`src/rtl/mc_seq_ctrl.sv`:
```
module mc_seq_ctrl (
  input  logic       clk,
  input  logic       rst,
  input  logic [5:0] opcode,
  input  logic       zero,
  output logic [3:0] state,
  output logic       pc_load,
  output logic [1:0] pc_src,
  output logic       ir_load,
  output logic       mem_read,
  output logic       mem_write,
  output logic       addr_sel,
  output logic       reg_write,
  output logic       dst_sel,
  output logic       wb_sel,
  output logic       alu_a_sel,
  output logic [1:0] alu_b_sel,
  output logic [1:0] alu_op
);

  localparam logic [3:0] S_FETCH = 4'd0, S_DEC = 4'd1, S_ADDR = 4'd2, S_MRD = 4'd3,
                         S_MWB = 4'd4, S_MWR = 4'd5, S_EXE = 4'd6, S_XWB = 4'd7,
                         S_BR = 4'd8, S_JMP = 4'd9;

  localparam logic [5:0] OP_REG = 6'b000000, OP_LD = 6'b100011, OP_ST = 6'b101011,
                         OP_BEQ = 6'b000100, OP_JMP = 6'b000010;

  logic [3:0] cur_q, nxt;

  always_ff @(posedge clk) begin
    if (rst) cur_q <= S_FETCH;
    else     cur_q <= nxt;
  end

  assign state = cur_q;

  always_comb begin
    nxt = S_FETCH;
    case (cur_q)
      S_FETCH: nxt = S_DEC;
      S_DEC: begin
        case (opcode)
          OP_LD, OP_ST: nxt = S_ADDR;
          OP_REG:       nxt = S_EXE;
          OP_BEQ:       nxt = S_BR;
          OP_JMP:       nxt = S_JMP;
          default:      nxt = S_FETCH;
        endcase
      end
      S_ADDR:  nxt = (opcode == OP_ST) ? S_MWR : S_MRD;
      S_MRD:   nxt = S_MWB;
      S_EXE:   nxt = S_XWB;
      default: nxt = S_FETCH;
    endcase
  end

  always_comb begin
    pc_load = 1'b0; pc_src = 2'd0; ir_load = 1'b0; mem_read = 1'b0;
    mem_write = 1'b0; addr_sel = 1'b0; reg_write = 1'b0; dst_sel = 1'b0;
    wb_sel = 1'b0; alu_a_sel = 1'b0; alu_b_sel = 2'd0; alu_op = 2'd0;
    case (cur_q)
      S_FETCH: begin
        mem_read = 1'b1; ir_load = 1'b1; alu_b_sel = 2'd1; pc_load = 1'b1;
      end
      S_DEC:  alu_b_sel = 2'd3;
      S_ADDR: begin alu_a_sel = 1'b1; alu_b_sel = 2'd2; end
      S_MRD:  begin mem_read = 1'b1; addr_sel = 1'b1; end
      S_MWB:  begin reg_write = 1'b1; wb_sel = 1'b1; end
      S_MWR:  begin mem_write = 1'b1; addr_sel = 1'b1; end
      S_EXE:  begin alu_a_sel = 1'b1; alu_op = 2'd2; end
      S_XWB:  begin reg_write = 1'b1; dst_sel = 1'b1; end
      S_BR:   begin alu_a_sel = 1'b1; alu_op = 2'd1; pc_src = 2'd1; pc_load = zero; end
      S_JMP:  begin pc_src = 2'd2; pc_load = 1'b1; end
      default: ;
    endcase
  end

  a_r2_load_path: assert property (@(posedge clk) disable iff (rst)
    (cur_q == S_ADDR && opcode == OP_LD) |=> (cur_q == S_MRD));
  a_r3_store_path: assert property (@(posedge clk) disable iff (rst)
    (cur_q == S_ADDR && opcode == OP_ST) |=> (cur_q == S_MWR));
  a_r5_branch_gate: assert property (@(posedge clk) disable iff (rst)
    (cur_q == S_BR) |-> (pc_load == zero));
  a_r7_unknown_back: assert property (@(posedge clk) disable iff (rst)
    (cur_q == S_DEC && opcode != OP_REG && opcode != OP_LD && opcode != OP_ST &&
     opcode != OP_BEQ && opcode != OP_JMP) |=> (cur_q == S_FETCH));
  a_r8_pc_only_legal: assert property (@(posedge clk) disable iff (rst)
    pc_load |-> (cur_q == S_FETCH || cur_q == S_JMP || cur_q == S_BR));
  a_r9_regwrite_states: assert property (@(posedge clk) disable iff (rst)
    reg_write |-> (cur_q == S_MWB || cur_q == S_XWB));
  a_r9_single_write: assert property (@(posedge clk) disable iff (rst)
    $countones({reg_write, mem_write}) <= 1);
  a_r12_fetch_follows: assert property (@(posedge clk) disable iff (rst)
    ir_load |=> (cur_q == S_DEC));

endmodule

```
`config.mk`:
```
export PLATFORM = sky130hd
export DESIGN_NAME = mc_seq_ctrl
export DESIGN_NICKNAME = d
export VERILOG_FILES = /design/src/rtl/mc_seq_ctrl.sv
export SDC_FILE = /design/constraint.sdc
export NUM_CORES = 1
export LEC_CHECK = 0
export ABC_AREA = 1
export CORE_AREA = 2 2 39 41
export CTS_BUF_LIST = sky130_fd_sc_hd__clkbuf_16
export DETAILED_ROUTE_END_ITERATION = 10
export DIE_AREA = 0 0 41 43
export DONT_BUFFER_PORTS = 1
export SLEW_MARGIN = 5
export SYNTH_ARGS = -nofsm -noshare
export SYNTH_HDL_FRONTEND = slang
export SYNTH_SLANG_ARGS = --single-unit
```
`constraint.sdc`:
```
create_clock -name clk -period 0.92 [get_ports clk]
set_input_delay 0.138 -clock clk [delete_from_list [all_inputs] [get_ports clk]]
set_output_delay 0.138 -clock clk [all_outputs]
set_load 0.005 [all_outputs]
```
==> results of run 1 <==
==> tightest hold or removal path: cells and delay by family <==
family / cells / cell delay, ns
buffers and inverters: 2 / 0.05
AND/OR/NAND/NOR: 1 / 0.05
==> power breakdown <==
| group | internal (mW) | switching (mW) |
|---|---|---|
| Combinational | 0.0725 | 0.0806 |
| Clock | 0.561 | 0.126 |
| Sequential | 0.174 | 0.00949 |
==> cell families (layout without fill, tap and decap cells) <==
logic type / Yosys count / in the layout
compound gates: 7 / 7
buf+inv: 13 / 36
flops: 4 / 4
simple gates: 47 / 47
==> area by class of cell <==
| cell class | instances | area share |
|---|---|---|
| multi-input cells | 54 | 0.471 |
| inverters | 12 | 0.0724 |
| well taps | 16 | 0.0252 |
| clock buffers | 3 | 0.0945 |
| repair buffers | 20 | 0.216 |
| clock inverters | 1 | 0.00472 |
| flip-flops and latches | 4 | 0.117 |
==> timing repair <==
item	CTS	global route
endpoints found under the hold margin	2	0
pin swaps	3	0
endpoints found under the setup margin	17	22
hold buffers	1	0
resized for setup	10	16
buffers inserted	4	5
==> synth_stat cells, drive strengths merged <==
library cell	n
dfxtp	4
nor2	20
buf	1
a21oi	5
nand2	18
inv	12
nand3b	1
nor3	5
o21ai	1
o21a	1
nand3	3
==> worst paths after layout <==
kind                                            end  slack (ns)  cells past startpoint
worst min register to register  state[3]$_SDFF_PP0_        0.69                      3
worst max register to register  state[1]$_SDFF_PP0_       -0.20                      8
worst min-delay path            state[2]$_SDFF_PP0_        0.05                      3
worst max-delay path                      alu_op[1]       -0.25                      4
==> metal layers <==
layer	global-route usage	part of all wire	routed length (um)	vias to the layer above
met3	0.0419	0.042	54	4
met1	0.165	0.38	489	239
met4	0.107	0.027	35	0
met5	0	0	0	-
li1	-	-	-	267
met2	0.253	0.55	711	19
==> stage by stage <==
step	std cells	hold WS [ns]	cell area [um2]	setup slack, ns	TNS, ns
6_report	110	0.0494	795	-0.246	-3.84
3_3_place_gp	96	0.203	542	-0.0536	-0.0987
3_5_place_dp	96	0.201	542	-0.0592	-0.157
5_1_grt	110	0.0567	795	-0.310	-4.87
2_1_floorplan	71	0.197	454	-0.0195	-0.0275
4_1_cts	105	0.0454	703	-0.249	-3.48
==> flow_metrics.py, run 1 <==
metrics = {
    "setup_path": {
        "crit_start": "state[3]$_SDFF_PP0_",
        "cp.required_ns": 0.78,
        "r2r-start": "state[2]$_SDFF_PP0_",
        "crit_arrival_ns": 1.03,
        "crit_type": "reg2out",
        "crit_slowest_cell": "dfxtp_2",
        "critical_path.max_stage_delay_ns": 0.33,
        "start_kind": "flop",
        "end_kind": "output pin",
        "path_delay_family": "flip-flops",
        "path_buf_inv": 2,
        "path_max_fanout": 6,
        "path_cells": "inv_6 > nand2_4 > nor2_4 > buf_6",
    },
    "sta": {
        "slew_viol_final": 0,
        "clock_skew_ns": 0.00114,
        "fin_crit_sh": 1.27,
        "rsz0062_at_grt": "true",
        "period_minus_slack_ns": 1.17,
        "worst_pin_slew_ns": 0.251,
        "slew_headroom": 0.832,
        "fin_ws_ns": -0.246,
        "fmax_mhz": 858,
        "finalHoldViolations": 0,
        "finalSetupViolCount": 21,
    },
    "cells_and_area": {
        "regArea_um2": 92.6,
        "drive_gt1_frac": 0.574,
        "final_common_cell": "buf_4",
        "antennaDiodeCount": 0,
        "final_nets": 104,
        "largest_reg_flops": 4,
        "final_util": 0.574,
        "final_cell_mix": "14 x buf_4, 11 x nand2_1, 11 x nor2_1, 8 x inv_1, 6 x nor2_4",
        "fillers": 130,
        "area_delta_synth_final_pct": 91.3,
        "multi_input_area_um2": 374,
    },
    "clock_network": {
        "tritoncts": "done",
        "cts_buffer_depth": 2,
        "cts-root-buf": "clkbuf_16",
        "cts_made_buffers": 3,
        "clkTransAtPathRegs_ns": 0.03,
        "cts_sinks": 4,
        "h-tree-depth": 1,
        "clock_latency_ns": 0.22,
    },
    "grt": {
        "grt_overflow": 0,
        "grt_max_degree": 9,
        "grt_antenna_before_repair": 0,
        "grt_pass1_vias": 476,
        "grt_pass1_wl_mm": 1.87,
        "grt_use_total": 0.157,
    },
    "pwr": {
        "ir_worst_vdd_mv": 1.10,
        "leakage_nw": 0.368,
        "power_density_nw_per_um2": 1290,
        "finalPower_mw": 1.02,
    },
    "status": {
        "status": "complete, but fails checks",
        "violations": "setup timing",
    },
    "worst_hold_path": {
        "hold_class": "in2reg",
        "hp-start": "rst",
    },
    "floorplanning": {
        "die_h_um": 43,
        "core_um2": 1380,
        "row_count": 14,
        "dieWidth_um": 41,
        "start_util": 0.300,
        "ioPinCount": 28,
        "die_area_um2": 1760,
    },
    "synthesis": {
        "synth.area.top_cells": "dfxtp_1 19%, nor2_1 14%, nand2_1 11%, inv_1 8.1%, nor2_4 8.1%",
        "ys_types": 17,
        "ys_ff_latch": 4,
        "synthXorXnorAreaFrac": 0,
        "syn_area_per_cell_um2": 5.85,
        "syn_inst": 71,
        "yosysSeqAreaShare": 0.193,
        "yosys.area_share.simple": 0.590,
        "synth_top_area_frac": 0.193,
        "synthMuxAreaShare": 0,
        "yosysTopAreaCell": "dfxtp_1",
        "yosys.area_share.adder": 0,
        "yosys_warnings": 0,
        "synth_compound_area_frac": 0.0904,
        "syn_nets": 80,
        "netlist_area_um2": 415,
        "synth_top_family_by_area": "simple AND/OR/NAND/NOR gates",
    },
    "place": {
        "hpwl_um": 857,
        "portBuffers": 0,
        "gp_congestion": 0.785,
    },
    "detailed_routing": {
        "drt-total-wl_mm": 1.29,
        "vias": 529,
        "first_iter_violations": 8,
        "antenna_left": 0,
        "drc": 0,
        "avgViaCountPerCell": 4.81,
        "drt_pass1_iterations": 4,
        "wire_per_inst_um": 11.7,
    },
    "run": {
        "drv_cap": 0,
    },
}
Note: power is estimated with default switching activity, not from simulation.
==> inputs of run 2 (changes only) <==
Settings changed: PLACE_DENSITY set to 0.53.
==> run 2 against run 1 <==
The flow still finishes with violations (setup timing). Via count fell by 5.1%. Cell count is 4.5% lower. Count of clock-buffer cells in the layout did not move. Worst setup slack worse by 0.027 ns. Wire length down 7.7%. Register-to-register slack about the same. Cell area fell by 9.1%. Clock skew decreased by 0.00081 ns. Critical path depth unchanged. Highest routed layer unchanged.
==> flow_metrics.py, run 2 (synthesized netlist as in run 1, its figures left out) <==
metrics = {
    "sta": {
        "period_minus_slack_ns": 1.19,
        "tns_ns": -3.70,
        "fmax_mhz": 839,
        "fin_ws_ns": -0.273,
        "slew_viol_final": 0,
        "worst_pin_slew_ns": 0.306,
        "clock_skew_ns": 0.000328,
        "rsz0062_at_grt": "true",
        "finalSetupViolCount": 20,
        "fin_crit_sh": 1.30,
        "finalHoldViolations": 0,
        "slew_headroom": 0.795,
    },
    "detailed_routing": {
        "drt_pass1_iterations": 4,
        "vias": 502,
        "wire_per_inst_um": 11.3,
        "drc": 0,
        "first_iter_violations": 9,
        "drt-total-wl_mm": 1.19,
        "avgViaCountPerCell": 4.78,
        "antenna_left": 0,
    },
    "floorplanning": {
        "dieWidth_um": 41,
        "die_area_um2": 1760,
        "core_um2": 1380,
        "row_count": 14,
        "ioPinCount": 28,
        "die_h_um": 43,
        "start_util": 0.300,
    },
    "cells_and_area": {
        "antennaDiodeCount": 0,
        "final_nets": 99,
        "area_delta_synth_final_pct": 73.8,
        "largest_reg_flops": 4,
        "final_util": 0.522,
        "drive_gt1_frac": 0.483,
        "final_cell_mix": "12 x nand2_1, 12 x nor2_1, 10 x buf_4, 9 x inv_1, 6 x nor2_4",
    },
    "grt": {
        "grt_use_met2": 0.216,
        "grt_max_degree": 8,
        "gr-max-usage-layer": "met2",
        "grt_pass1_vias": 446,
        "grt_use_total": 0.156,
        "grt_pass1_wl_mm": 1.84,
        "met1_usage": 0.192,
        "grt_overflow": 0,
        "met3_usage": 0.0576,
        "grt_antenna_before_repair": 0,
    },
    "pwr": {
        "leakage_nw": 0.321,
        "ir_worst_vdd_mv": 1.83,
        "power_density_nw_per_um2": 1380,
    },
    "clock_network": {
        "clock_latency_ns": 0.23,
        "clkTransAtPathRegs_ns": 0.03,
        "cts-root-buf": "clkbuf_16",
        "tritoncts": "done",
        "h-tree-depth": 1,
        "cts_sinks": 4,
        "cts_made_buffers": 3,
        "cts_buffer_depth": 2,
    },
    "run": {
        "drv_cap": 0,
    },
    "worst_hold_path": {
        "hold_class": "in2reg",
    },
    "setup_path": {
        "critical_path.max_stage_delay_ns": 0.38,
        "cp.required_ns": 0.78,
        "crit_type": "reg2out",
        "path_cells": "nand2_1 > nor2_4 > inv_1 > o21ai_0",
        "start_kind": "flop",
        "path_max_fanout": 5,
        "end_kind": "output pin",
        "crit_slowest_cell": "dfxtp_4",
        "crit_arrival_ns": 1.05,
    },
    "place": {
        "gp_congestion": 0.741,
        "portBuffers": 0,
        "hpwl_um": 873,
    },
    "status": {
        "status": "complete, but fails checks",
        "violations": "setup timing",
    },
}
run 2: changes by cell type in the layout (fill, tap and decap cells not counted), sizes merged:
cell | before | now
buf | 19 | 14
run 2: routing by layer:
layer,wire length [um],share of wire,up-vias
li1,-,-,258
met1,498,0.42,224
met2,593,0.50,16
met3,69,0.058,4
met4,29,0.024,0
met5,0,0,-
run 2: final cells by class:
| cell class | instances | area (um2) |
|---|---|---|
| Fill cell | 133 | 662 |
| Multi-Input combinational cell | 54 | 343 |
| Clock buffer | 3 | 75.1 |
| Inverter | 12 | 55.1 |
| Clock inverter | 1 | 3.75 |
| Tap cell | 16 | 20.0 |
| Sequential cell | 4 | 95.1 |
| Timing Repair Buffer | 15 | 130 |
run 2: metrics by stage:
step | instances | power, mW | setup slack (ns) | hold slack [ns] | instance area (um2)
after floorplan | 71 | 0.258 | -0.0195 | 0.197 | 454
after global placement | 97 | 0.289 | -0.0672 | 0.202 | 549
after detailed placement | 97 | 0.289 | -0.0784 | 0.202 | 549
after CTS | 105 | 1.00 | -0.259 | 0.0502 | 712
after global routing | 105 | 1.03 | -0.310 | 0.0612 | 722
final | 105 | 0.995 | -0.273 | 0.0455 | 722
run 2: final timing paths:
path                        from                  end  slack, ns  cells past startpoint
max          state[0]$_SDFF_PP0_             addr_sel      -0.27                      4
min                          rst  state[2]$_SDFF_PP0_       0.05                      3
max reg2reg  state[1]$_SDFF_PP0_  state[2]$_SDFF_PP0_      -0.20                      8
min reg2reg  state[0]$_SDFF_PP0_  state[0]$_SDFF_PP0_       0.63                      3
run 2: worst max-delay path: cells and delay by family (launching register included):
| family | cells | cell delay [ns] |
|---|---|---|
| AO/OA/AOI/OAI | 1 | 0.11 |
| buffers and inverters | 1 | 0.06 |
| flip-flops | 1 | 0.38 |
| AND/OR/NAND/NOR | 2 | 0.27 |
run 2: timing repair:
item	in CTS	in global routing
endpoints found under the setup margin	18	21
cloned	0	0
buffers inserted	4	2
pin swaps	1	4
hold endpoints to repair	2	0
hold buffers	1	0
resized for setup	13	5
run 2: power by group:
| part | leakage [nW] | total (mW) | switching (mW) | internal [mW] |
|---|---|---|---|---|
| clock network | 0.0423 | 0.698 | 0.136 | 0.562 |
| logic | 0.244 | 0.117 | 0.0679 | 0.0489 |
| registers | 0.0355 | 0.181 | 0.0100 | 0.171 |
| total | 0.321 | 0.995 | 0.214 | 0.782 |
